$ cat src/rtl/chip_evt_pkg.sv
package chip_evt_pkg;
    localparam int EVT_PWR  = 0;
    localparam int EVT_WAKE = 1;
    localparam int NUM_EVT  = 2;

    typedef enum logic [1:0] {
        PS_D0 = 2'd0,
        PS_D1 = 2'd1,
        PS_D2 = 2'd2,
        PS_D3 = 2'd3
    } pwr_state_e;

    typedef enum logic [1:0] {
        PT_FULL  = 2'd0,
        PT_LIGHT = 2'd1,
        PT_DEEP  = 2'd2
    } pwr_trk_e;

    typedef enum logic {
        WK_ASSERTED = 1'b0,
        WK_IDLE     = 1'b1
    } wake_st_e;
endpackage

$ cat src/rtl/cei_pwr_tracker.sv
module cei_pwr_tracker
    import chip_evt_pkg::*;
(
    input  logic       clk,
    input  logic       rst_n,
    input  logic [1:0] pwr_state,
    output logic       d0_entry
);
    pwr_trk_e   state_q;
    pwr_trk_e   state_d;
    pwr_state_e ps;

    assign ps = pwr_state_e'(pwr_state);

    always_ff @(posedge clk or negedge rst_n) begin
        if (!rst_n) state_q <= PT_FULL;
        else        state_q <= state_d;
    end

    always_comb begin
        unique case (ps)
            PS_D0:        state_d = PT_FULL;
            PS_D1, PS_D2: state_d = PT_LIGHT;
            PS_D3:        state_d = PT_DEEP;
            default:      state_d = PT_FULL;
        endcase
    end

    always_comb begin
        unique case (state_q)
            PT_LIGHT: d0_entry = (ps == PS_D0);
            PT_FULL:  d0_entry = 1'b0;
            PT_DEEP:  d0_entry = 1'b0;
            default:  d0_entry = 1'b0;
        endcase
    end
endmodule

$ cat src/rtl/cei_wake_detect.sv
module cei_wake_detect
    import chip_evt_pkg::*;
#(
    parameter int SYNC_STAGES = 2
) (
    input  logic clk,
    input  logic rst_n,
    input  logic wake_n,
    output logic wake_rise
);
    logic [SYNC_STAGES-1:0] sync_q;
    logic                   level;
    wake_st_e               state_q;
    wake_st_e               state_d;

    generate
        for (genvar i = 0; i < SYNC_STAGES; i++) begin : g_sync
            always_ff @(posedge clk or negedge rst_n) begin
                if (!rst_n) sync_q[i] <= 1'b1;
                else if (i == 0) sync_q[i] <= wake_n;
                else sync_q[i] <= sync_q[(i == 0) ? 0 : i-1];
            end
        end
    endgenerate

    assign level = sync_q[SYNC_STAGES-1];

    always_ff @(posedge clk or negedge rst_n) begin
        if (!rst_n) state_q <= WK_IDLE;
        else        state_q <= state_d;
    end

    always_comb begin
        state_d = level ? WK_IDLE : WK_ASSERTED;
    end

    always_comb begin
        unique case (state_q)
            WK_ASSERTED: wake_rise = level;
            WK_IDLE:     wake_rise = 1'b0;
            default:     wake_rise = 1'b0;
        endcase
    end
endmodule

$ cat src/rtl/cei_regs.sv
module cei_regs
    import chip_evt_pkg::*;
#(
    parameter int          ADDR_W     = 8,
    parameter int          DATA_W     = 16,
    parameter logic [7:0]  OFS_STATUS = 8'h82,
    parameter logic [7:0]  OFS_MSET   = 8'h84,
    parameter logic [7:0]  OFS_MCLR   = 8'h86
) (
    input  logic               clk,
    input  logic               rst_n,
    input  logic [ADDR_W-1:0]  reg_addr,
    input  logic               reg_wr,
    input  logic [DATA_W-1:0]  reg_wdata,
    input  logic [NUM_EVT-1:0] evt,
    output logic [NUM_EVT-1:0] status,
    output logic [NUM_EVT-1:0] mask,
    output logic [DATA_W-1:0]  reg_rd_data
);
    localparam int PAD_W = DATA_W - NUM_EVT;

    logic               hit_status;
    logic               hit_mset;
    logic               hit_mclr;
    logic [NUM_EVT-1:0] wbits;

    assign hit_status = reg_wr && (reg_addr == ADDR_W'(OFS_STATUS));
    assign hit_mset   = reg_wr && (reg_addr == ADDR_W'(OFS_MSET));
    assign hit_mclr   = reg_wr && (reg_addr == ADDR_W'(OFS_MCLR));
    assign wbits      = reg_wdata[NUM_EVT-1:0];

    always_ff @(posedge clk or negedge rst_n) begin
        if (!rst_n) begin
            status <= '0;
        end else begin
            status <= (status & ~(hit_status ? wbits : '0)) | evt;
        end
    end

    always_ff @(posedge clk or negedge rst_n) begin
        if (!rst_n) begin
            mask <= '1;
        end else if (hit_mset) begin
            mask <= mask | wbits;
        end else if (hit_mclr) begin
            mask <= mask & ~wbits;
        end
    end

    always_comb begin
        if (reg_addr == ADDR_W'(OFS_STATUS))
            reg_rd_data = {{PAD_W{1'b0}}, status};
        else if (reg_addr == ADDR_W'(OFS_MSET) || reg_addr == ADDR_W'(OFS_MCLR))
            reg_rd_data = {{PAD_W{1'b0}}, mask};
        else
            reg_rd_data = '0;
    end
endmodule

$ cat src/rtl/chip_evt_irq.sv
module chip_evt_irq
    import chip_evt_pkg::*;
#(
    parameter int ADDR_W      = 8,
    parameter int DATA_W      = 16,
    parameter int SYNC_STAGES = 2
) (
    input  logic              clk,
    input  logic              rst_n,
    input  logic [1:0]        pwr_state,
    input  logic              wake_n,
    input  logic [ADDR_W-1:0] reg_addr,
    input  logic              reg_wr,
    input  logic [DATA_W-1:0] reg_wdata,
    output logic [DATA_W-1:0] reg_rd_data,
    output logic              irq_sub_n,
    output logic              irq_host_n
);
    logic [NUM_EVT-1:0] evt;
    logic [NUM_EVT-1:0] status_q;
    logic [NUM_EVT-1:0] mask_q;
    logic [NUM_EVT-1:0] pending;

    cei_pwr_tracker u_pwr (
        .clk       (clk),
        .rst_n     (rst_n),
        .pwr_state (pwr_state),
        .d0_entry  (evt[EVT_PWR])
    );

    cei_wake_detect #(.SYNC_STAGES(SYNC_STAGES)) u_wake (
        .clk       (clk),
        .rst_n     (rst_n),
        .wake_n    (wake_n),
        .wake_rise (evt[EVT_WAKE])
    );

    cei_regs #(.ADDR_W(ADDR_W), .DATA_W(DATA_W)) u_regs (
        .clk         (clk),
        .rst_n       (rst_n),
        .reg_addr    (reg_addr),
        .reg_wr      (reg_wr),
        .reg_wdata   (reg_wdata),
        .evt         (evt),
        .status      (status_q),
        .mask        (mask_q),
        .reg_rd_data (reg_rd_data)
    );

    assign pending    = status_q & ~mask_q;
    assign irq_sub_n  = ~pending[EVT_PWR];
    assign irq_host_n = ~pending[EVT_WAKE];
endmodule

$ cat config.mk
export PLATFORM = sky130hd
export DESIGN_NAME = chip_evt_irq
export DESIGN_NICKNAME = d
export VERILOG_FILES = /design/src/rtl/chip_evt_pkg.sv /design/src/rtl/cei_pwr_tracker.sv /design/src/rtl/cei_wake_detect.sv /design/src/rtl/cei_regs.sv /design/src/rtl/chip_evt_irq.sv
export SDC_FILE = /design/constraint.sdc
export NUM_CORES = 1
export LEC_CHECK = 0
export CORE_MARGIN = 1
export CORE_UTILIZATION = 25
export DETAILED_ROUTE_END_ITERATION = 10
export DONT_BUFFER_PORTS = 1
export HOLD_SLACK_MARGIN = 0.06
export SKIP_CTS_REPAIR_TIMING = 1
export SKIP_LAST_GASP = 1
export SLEW_MARGIN = 20
export SYNTH_ARGS = -nofsm -noshare
export SYNTH_HDL_FRONTEND = slang
export SYNTH_SLANG_ARGS = --single-unit
$ cat constraint.sdc
create_clock -name clk -period 1.1 [get_ports clk]
set_input_delay 0.22 -clock clk [delete_from_list [all_inputs] [get_ports clk]]
set_output_delay 0.22 -clock clk [all_outputs]
set_load 0.02 [all_outputs]
==> run_results.csv <==
group,metric,value,unit
timing,fin_crit_sh,1.16,
timing,setup_slack,-0.176,ns
placement,place_ws,-0.245,ns
pwr,peakVddDrop,788,uV
drt,ant_nets,0,
drt,routed_via_density,4.20,
setup_path,cp.depth,2,
setup_path,slowest_delay,0.56,ns
placement,gp_congestion,0.627,
setup_path,reg2reg_depth,2,
cts,cts.clk_slew.worst_paths,0.06,ns
cts,cts_buffers,3,
grt,grt_overflow,0,
finish,drive_above_1_share,0.333,
logic_synthesis,synth_warnings,0,
finish,final_nets,90,
logic_synthesis,syn_avg_cell_area,10.3,sq um
grt,grt_pass1_wl,1.10,mm
pwr,power_density,1150,nW/um^2
grt,track_usage,0.0741,
logic_synthesis,seq_area_frac_synth,0.434,
job,max_cap_violations,0,
timing,final-hold-violation-count,0,
finish,fin_area,619,sq um
setup_path,worst-path-buf-inv,0,
setup_path,reg2reg_slack,0.32,ns
drt,wire_per_inst,10.2,microns
worst_hold_path,min_path_type,"input pin to flop",
setup_path,critPathRequiredTime,0.88,ns
drt,first_iter_violations,6,
finish,area_growth,16.2,%
status,outcome,"finished with violations",
timing,rsz0062_at_grt,"yes",
logic_synthesis,ys.flop_type,"dfstp_2",
setup_path,cp_cell_sequence,"a22oi_2 > nor2_4",
cts,cts_max_level,1,
logic_synthesis,syn_inst,52,
logic_synthesis,netlist_area,533,sq um
grt,grt_pass1_vias,269,
floorplanning,die_area,2320,sq um
setup_path,cp_max_fo,3,
logic_synthesis,synth_edf_count,0,
setup_path,end_kind,"output pin",
cts,cts_sinks,9,
setup_path,path_delay_family,"flip-flops",
floorplanning,initial_core_util,0.269,
timing,slew_viol_final,0,
timing,finClkSkew,0.00380,ns
cts,cts_tree,"built",
floorplanning,core_area,1980,sq um
cts,cts_max_path_buffers,2,
finish,diodes,0,
setup_path,cpMaxStageDelayCell,"dfstp_2",
logic_synthesis,ys_ff_latch,9,
pwr,finalPower,715,uW
cts,cts-root-buf,"clkbuf_4",
cts,insertion_delay,0.26,ns
grt,grt_max_degree,10,
grt,antenna_found_initial,0,
finish,final_util,0.313,
logic_synthesis,ys_types,19,
timing,period_needed,1.28,ns
placement,dp_hpwl,667,microns
setup_path,crit_type,"flop to output pin",
placement,io_buffers,0,
drt,routed_wirelength,860,microns
setup_path,cp.arrival,1.06,ns
setup_path,start_kind,"flop",
worst_hold_path,holdCritStartpoint,"pwr_state[1]",
drt,dr.pass1.iters,5,
drt,vias,353,
floorplanning,io-pin-count,48,
drt,drcViolationCount,0,
timing,setup_tns,-0.535,ns
floorplanning,fp.dieW,48.2,microns
timing,fmax,0.784,GHz
logic_synthesis,synth_async_sr_flop_share,1.00,
pwr,leakage,0.249,nW
floorplanning,rows,16,
placement,postPlaceCellArea,524,sq um
setup_path,crit_path_end,"reg_rd_data[1]",
floorplanning,die_h,48.2,microns
timing,setup_viol,4,
status,violations,"setup timing",
==> worst min-delay path by stage <==
stage	end	slack, ns	cells after the start
finish	u_pwr.state_q[1]	0.12	1
global route	u_pwr.state_q[1]	0.12	1
CTS	u_regs.status[1]	-0.36	0
detailed placement	u_pwr.state_q[1]	-0.08	0
global placement	u_pwr.state_q[0]	-0.08	0
floorplan	u_pwr.state_q[0]	-0.08	0
==> layout by cell type, fill, tap and decap left out, types with 2 or more instances in the layout <==
cell type / netlist / routed
ha_1: 2 / 2
dfrtp_1: 4 / 4
dlygate4sd3_1: 0 / 3
o31ai_1: 4 / 3
conb_1: 1 / 14
nand2_1: 3 / 3
clkbuf_4: 0 / 3
a22oi_2: 0 / 2
nor2_4: 0 / 2
dfstp_2: 5 / 5
inv_1: 3 / 3
==> synthesized netlist by cell type (2+ instances only) <==
library cell / count / area, sq um
a22oi_1: 2 / 15.0
buf_4: 14 / 105
dfrtp_1: 4 / 100
dfstp_2: 5 / 131
ha_1: 2 / 25.0
inv_1: 3 / 11.3
nand2_1: 3 / 11.3
nand2b_1: 2 / 12.5
nor2_1: 2 / 7.51
o31ai_1: 4 / 30.0
o41ai_1: 2 / 17.5
or4b_1: 2 / 20.0
==> routing by layer <==
layer  up-vias  GRT usage  wire length, microns  part of all wire
li1        163          -                     -                 -
met1       163     0.0905                   318              0.37
met2        27      0.109                   467              0.54
met3         0     0.0481                    74             0.086
met4         0     0.0167                     0                 0
met5         -          0                     0                 0
==> kinds of logic after synthesis <==
logic type | after synthesis | share of synthesized area
flip-flops | 9 | 0.434
adder cells (fa/ha/maj) | 2 | 0.0469
buffers and inverters | 18 | 0.228
AND/OR/NAND/NOR | 13 | 0.157
AO/OA/AOI/OAI | 9 | 0.127
other | 1 | 0.00704
==> stage by stage <==
| stage | hold slack (ns) | instances |
|---|---|---|
| 4_1_cts | -0.358 | 81 |
| 5_1_grt | 0.118 | 84 |
| 6_report | 0.119 | 84 |
| 3_5_place_dp | -0.0753 | 77 |
| 2_1_floorplan | -0.0756 | 65 |
| 3_3_place_gp | -0.0753 | 77 |
==> power breakdown <==
| part | switching [mW] | leakage (nW) | internal [mW] | total, mW |
|---|---|---|---|---|
| clock | 0.104 | 0.0150 | 0.139 | 0.243 |
| combinational | 0.0786 | 0.139 | 0.0308 | 0.109 |
| sequential | 0.00774 | 0.0944 | 0.355 | 0.362 |
==> final cells by class <==
cell class	instances	area [sq um]
tap	27	33.8
inverter	3	11.3
timing repair buffer	3	30.0
sequential	9	231
clock buffer	4	26.3
multi-input combinational	38	287
fill	209	1360
Power figures use the tool's default switching activity.
